<file path="config.mk">
export PLATFORM = sky130hd
export DESIGN_NAME = bm_cmd_select
export DESIGN_NICKNAME = d
export VERILOG_FILES = /design/src/rtl/bm_cmd_pkg.sv /design/src/rtl/bm_rd_pick.sv /design/src/rtl/bm_wr_pick.sv /design/src/rtl/bm_cmd_reg.sv /design/src/rtl/bm_cmd_select.sv
export SDC_FILE = /design/constraint.sdc
export NUM_CORES = 1
export LEC_CHECK = 0
export ABC_AREA = 1
export BUFFER_PORTS_ARGS = -buffer_cell sky130_fd_sc_hd__clkbuf_2
export CAP_MARGIN = 0
export CORE_AREA = 2 2 39 41
export CTS_CLUSTER_DIAMETER = 30
export CTS_CLUSTER_SIZE = 30
export DETAILED_ROUTE_END_ITERATION = 8
export DIE_AREA = 0 0 41 43
export PLACE_DENSITY = 0.68
export SYNTH_ARGS = -nofsm -noshare
export SYNTH_HDL_FRONTEND = slang
export SYNTH_SLANG_ARGS = --single-unit
</file>
<file path="constraint.sdc">
create_clock -name clk -period 2.1 [get_ports clk]
set_input_delay 0.42 -clock clk [delete_from_list [all_inputs] [get_ports clk]]
set_output_delay 0.42 -clock clk [all_outputs]
set_load 0.02 [all_outputs]
</file>
<file path="src/rtl/bm_cmd_pkg.sv">
package bm_cmd_pkg;

    typedef enum logic [1:0] {
        XK_DESC_FETCH = 2'd0,
        XK_DESC_WB    = 2'd1,
        XK_TX_READ    = 2'd2,
        XK_RX_WRITE   = 2'd3
    } xfer_kind_e;

    typedef enum logic [3:0] {
        CMD_NONE = 4'b0000,
        CMD_MR   = 4'b0110,
        CMD_MRM  = 4'b1100,
        CMD_MW   = 4'b0111,
        CMD_MWI  = 4'b1111
    } bus_cmd_e;

    typedef struct packed {
        logic     valid;
        bus_cmd_e code;
    } cmd_out_t;

    function automatic logic covers_line(input logic [31:0] amount,
                                         input logic [31:0] line_bytes);
        return amount >= line_bytes;
    endfunction

endpackage

</file>
<file path="src/rtl/bm_rd_pick.sv">
module bm_rd_pick
    import bm_cmd_pkg::*;
#(
    parameter int FRAG_W     = 16,
    parameter int FIFO_W     = 12,
    parameter int LINE_BYTES = 32
) (
    input  logic [FRAG_W-1:0] frag_left,
    input  logic [FIFO_W-1:0] tx_free,
    input  logic              peer_busy,
    output bus_cmd_e          rd_cmd
);
    localparam logic [31:0] LINE32 = 32'(LINE_BYTES);

    logic frag_ok;
    logic room_ok;

    always_comb begin
        frag_ok = covers_line(32'(frag_left), LINE32);
        room_ok = covers_line(32'(tx_free), LINE32);
        rd_cmd  = (frag_ok && room_ok && !peer_busy) ? CMD_MRM : CMD_MR;
    end
endmodule

</file>
<file path="src/rtl/bm_wr_pick.sv">
module bm_wr_pick
    import bm_cmd_pkg::*;
#(
    parameter int FRAG_W     = 16,
    parameter int FIFO_W     = 12,
    parameter int LINE_BYTES = 32
) (
    input  logic [FRAG_W-1:0] frag_left,
    input  logic [FIFO_W-1:0] rx_level,
    input  logic              peer_busy,
    input  logic              cfg_mwi_en,
    input  logic              dma_mwi_dis,
    output bus_cmd_e          wr_cmd
);
    localparam logic [31:0] LINE32 = 32'(LINE_BYTES);

    logic frag_ok;
    logic data_ok;
    logic inval_allowed;

    always_comb begin
        frag_ok       = covers_line(32'(frag_left), LINE32);
        data_ok       = covers_line(32'(rx_level), LINE32);
        inval_allowed = cfg_mwi_en & ~dma_mwi_dis;
        wr_cmd = (frag_ok && data_ok && !peer_busy && inval_allowed) ? CMD_MWI : CMD_MW;
    end
endmodule

</file>
<file path="src/rtl/bm_cmd_reg.sv">
module bm_cmd_reg
    import bm_cmd_pkg::*;
(
    input  logic     clk,
    input  logic     rst,
    input  logic     load,
    input  bus_cmd_e next_cmd,
    output cmd_out_t out_q
);
    always_ff @(posedge clk) begin
        if (rst) begin
            out_q.valid <= 1'b0;
            out_q.code  <= CMD_NONE;
        end else begin
            out_q.valid <= load;
            if (load) out_q.code <= next_cmd;
        end
    end

    // a strobe follows every request
    p_valid_follows_req_r2: assert property (@(posedge clk) disable iff (rst)
        load |=> out_q.valid);
    // no strobe without a request
    p_no_spurious_valid_r2: assert property (@(posedge clk) disable iff (rst)
        !load |=> !out_q.valid);
    // code held across idle cycles
    p_hold_when_idle_r8: assert property (@(posedge clk) disable iff (rst)
        !load |=> $stable(out_q.code));
endmodule

</file>
<file path="src/rtl/bm_cmd_select.sv">
module bm_cmd_select
    import bm_cmd_pkg::*;
#(
    parameter int FRAG_W     = 16,
    parameter int FIFO_W     = 12,
    parameter int LINE_BYTES = 32
) (
    input  logic              clk,
    input  logic              rst,
    input  logic              req_valid,
    input  logic [1:0]        req_kind,
    input  logic [FRAG_W-1:0] frag_left,
    input  logic [FIFO_W-1:0] tx_free,
    input  logic [FIFO_W-1:0] rx_level,
    input  logic              peer_busy,
    input  logic              cfg_mwi_en,
    input  logic              dma_mwi_dis,
    output logic              cmd_valid,
    output logic [3:0]        cmd_code
);
    xfer_kind_e kind;
    bus_cmd_e   rd_cmd;
    bus_cmd_e   wr_cmd;
    bus_cmd_e   sel_cmd;
    cmd_out_t   out_q;

    assign kind = xfer_kind_e'(req_kind);

    bm_rd_pick #(.FRAG_W(FRAG_W), .FIFO_W(FIFO_W), .LINE_BYTES(LINE_BYTES)) u_rd (
        .frag_left (frag_left),
        .tx_free   (tx_free),
        .peer_busy (peer_busy),
        .rd_cmd    (rd_cmd)
    );

    bm_wr_pick #(.FRAG_W(FRAG_W), .FIFO_W(FIFO_W), .LINE_BYTES(LINE_BYTES)) u_wr (
        .frag_left   (frag_left),
        .rx_level    (rx_level),
        .peer_busy   (peer_busy),
        .cfg_mwi_en  (cfg_mwi_en),
        .dma_mwi_dis (dma_mwi_dis),
        .wr_cmd      (wr_cmd)
    );

    always_comb begin
        unique case (kind)
            XK_DESC_FETCH: sel_cmd = CMD_MR;
            XK_DESC_WB:    sel_cmd = CMD_MW;
            XK_TX_READ:    sel_cmd = rd_cmd;
            default:       sel_cmd = wr_cmd;
        endcase
    end

    bm_cmd_reg u_reg (
        .clk      (clk),
        .rst      (rst),
        .load     (req_valid),
        .next_cmd (sel_cmd),
        .out_q    (out_q)
    );

    assign cmd_valid = out_q.valid;
    assign cmd_code  = out_q.code;

    // descriptor fetch leaves as plain read
    p_desc_fetch_mr_r3: assert property (@(posedge clk) disable iff (rst)
        (req_valid && req_kind == 2'd0) |=> (cmd_code == 4'b0110));
    // descriptor write-back leaves as plain write
    p_desc_wb_mw_r4: assert property (@(posedge clk) disable iff (rst)
        (req_valid && req_kind == 2'd1) |=> (cmd_code == 4'b0111));
    // read-multiple never issued while the peer waits
    p_mrm_peer_idle_r5: assert property (@(posedge clk) disable iff (rst)
        (req_valid && peer_busy) |=> (cmd_code != 4'b1100));
    // invalidate writes only with both control bits favourable
    p_mwi_gated_r7: assert property (@(posedge clk) disable iff (rst)
        (req_valid && (!cfg_mwi_en || dma_mwi_dis)) |=> (cmd_code != 4'b1111));
endmodule

</file>
==> results.cfg <==
[outcome]
status = completed

[global_route]
gr-total-overflow = 0
grt_pass1_vias = 430
grt_first_pass_wirelength_mm = 1.407
track_usage = 0.1165
grt_max_degree = 8
antenna_found_initial = 0

[die]
die_h_um = 43
ioPinCount = 53
core_um2 = 1384
rows = 14
initial_core_util = 0.2206
dieWidth_um = 41
design.die.area_um2 = 1763

[setup_path]
cpLargestDelayFamily = flip-flops
ff2ff_path_depth = 4
crit_type = reg2out
cp-start-kind = flip-flop
crit_required_ns = 1.68
crit_chain = clkbuf_2
worstReg2RegEnd = u_reg.out_q[3]$_SDFFE_PP0P_
critPathSlowestCell = dfxtp_1
crit_fanout = 2
startpoint = u_reg.out_q[3]$_SDFFE_PP0P_
r2r-start = u_reg.out_q[3]$_SDFFE_PP0P_
cp-end-kind = primary output
cp.arrival_ns = 0.74
cp_num_buf_inv = 1
critical-path-max-stage-delay_ns = 0.33
rrSetupSlack_ns = 1.46
cp_num_cells = 1

[hold_path]
worstHoldStart = rst
hold_class = in2reg
hold_path_depth = 2
hold-path-endpoint = u_reg.out_q[1]$_SDFFE_PP0P_

[synth]
synth_top_area_share = 0.3279
synth_mux_area_frac = 0
synth-compound-area-share = 0.05328
ys_seq_area_frac = 0.3279
syn_avg_cell_area_um2 = 5.452
syn_nets = 104
synth-xor-area-share = 0
syn_area_um2 = 305.3
ys_warn_count = 0
syn_inst = 56
synth_top_family_by_area = simple AND/OR/NAND/NOR gates
ys_ff_latch = 5
synth_cell_types = 8
yosys.area_share.simple = 0.5082
synthAdderAreaFrac = 0
yosysTopAreaCell = dfxtp_1
synth_area_leaders = dfxtp_1, nor2_1, nand2_1

[power_and_ir_drop]
p_total_mw = 0.2806
power.density_nw_per_um2 = 522.7
switching_share = 0.2596
p_int_mw = 0.2078
p_sw_mw = 0.07282
clockPowerShare = 0.396
ir_worst_vdd_v = 0.0002720
p_leak_nw = 0.3333
seqPwrFrac = 0.372
p_comb_frac = 0.232

[route]
vias = 454
drc_errors = 0
first_pass_iters = 2
drt_wl_total_um = 772
drt-vias-per-instance = 4.018
detail-route-antenna-nets = 0
drtIter0Drc = 3
avgRoutedWirePerCell_um = 6.832

[timing]
fmax_mhz = 864.1
fin_crit_sh = 0.5511
tightestPinTransition_ns = 0.1606
slew_violations = 0
relSlewSlack = 0.8923
grt_setup_unrepaired = false
setup_viol = 0
setup-tns-final_ns = 0
fin_crit_ns = 1.157
worst_slack_ns = 0.9427
finClkSkew_ns = 0
hold_viol = 0

[clock_tree]
clock_path_buffers = 2
post_cts_buffers = 0
ctsHoldBuffers = 0
root_buffer = clkbuf_4
htreeDepth = 1
clkLatencyLatePin_ns = 0.24
cts_tree = yes
clock-sinks = 5
cts_resized = 0
path_clk_slew_ns = 0.04
cts_buffers = 3

[placed_design]
port-buffer-count = 37
place_ws_ns = 0.9175
place.gp.congestion = 0.6201
dp_hpwl_um = 709

[finish]
reg_top3 = u_reg.out_q x5
drive_gt1_frac = 0.4227
synthToLayoutAreaGrowth_pct = 75.82
final_nets = 146
largest_register_ffs = 5
largest_register = u_reg.out_q
diodes = 0

[run]
maxCapViolCount = 0
[Yosys cell counts, drive strengths merged]
| cell | count |
|---|---|
| dfxtp | 5 |
| nand2 | 14 |
| and2 | 1 |
| a211oi | 1 |
| nand3 | 2 |
| a21oi | 1 |
| inv | 9 |
| nor2 | 23 |
[routing by layer]
layer	global-route usage	vias up	routed length (um)
li1	-	246	-
met1	0.1093	188	279
met2	0.1906	20	400
met3	0.08377	0	92
met4	0.03333	0	0
met5	0	-	0
[how the worst max path moves through the flow]
stage / to / slack [ns]
detailed placement: u_reg.out_q[3]$_SDFFE_PP0P_ / 0.92
finish: cmd_code[3] / 0.94
floorplan: u_reg.out_q[3]$_SDFFE_PP0P_ / 1.09
CTS: cmd_code[3] / 0.92
global route: cmd_code[1] / 0.90
global placement: u_reg.out_q[3]$_SDFFE_PP0P_ / 0.93
[metrics by stage]
stage          utilization  instances  hold WS (ns)  instance area (um^2)
2_1_floorplan            -         56        0.4824                 305.3
3_3_place_gp        0.3689        109        0.4463                 510.5
3_5_place_dp        0.3689        109        0.4558                 510.5
4_1_cts             0.3879        113        0.3970                 536.8
5_1_grt             0.3879        113        0.4008                 536.8
6_report            0.3879        113        0.4007                 536.8
[power groups by stage]
stage,combinational (mW),sequential (mW),clock [mW]
detailed placement,0.0664,0.106,0
CTS,0.0665,0.104,0.118
floorplan,0.0195,0.114,0
finish,0.0651,0.104,0.111
global placement,0.0650,0.106,0
global route,0.0774,0.105,0.127
[layout make-up]
cell class              instances  area, um^2
fillers                       169       847.1
inverters                       9       33.78
well taps                      16       20.02
clock buffers                   4       26.28
multi-input cells              42       171.4
repair buffers                 37       185.2
flip-flops and latches          5       100.1
[kinds of logic (layout without fill, tap and decap cells)]
group	Yosys count	count (layout)
DFF	5	5
AOI/OAI and AO/OA	2	2
and+or+nand+nor	40	40
buffers and inverters	9	50
[placed cells by master (no fill, tap or decap)]
| cell type | instances |
|---|---|
| nand2_1 | 14 |
| inv_1 | 9 |
| a211oi_1 | 1 |
| nor2_1 | 23 |
| clkbuf_1 | 1 |
| a21oi_2 | 1 |
| dfxtp_1 | 5 |
| and2_0 | 1 |
| clkbuf_4 | 3 |
| clkbuf_2 | 37 |
| nand3_1 | 2 |
No activity file was read; power rests on OpenSTA's default activity.
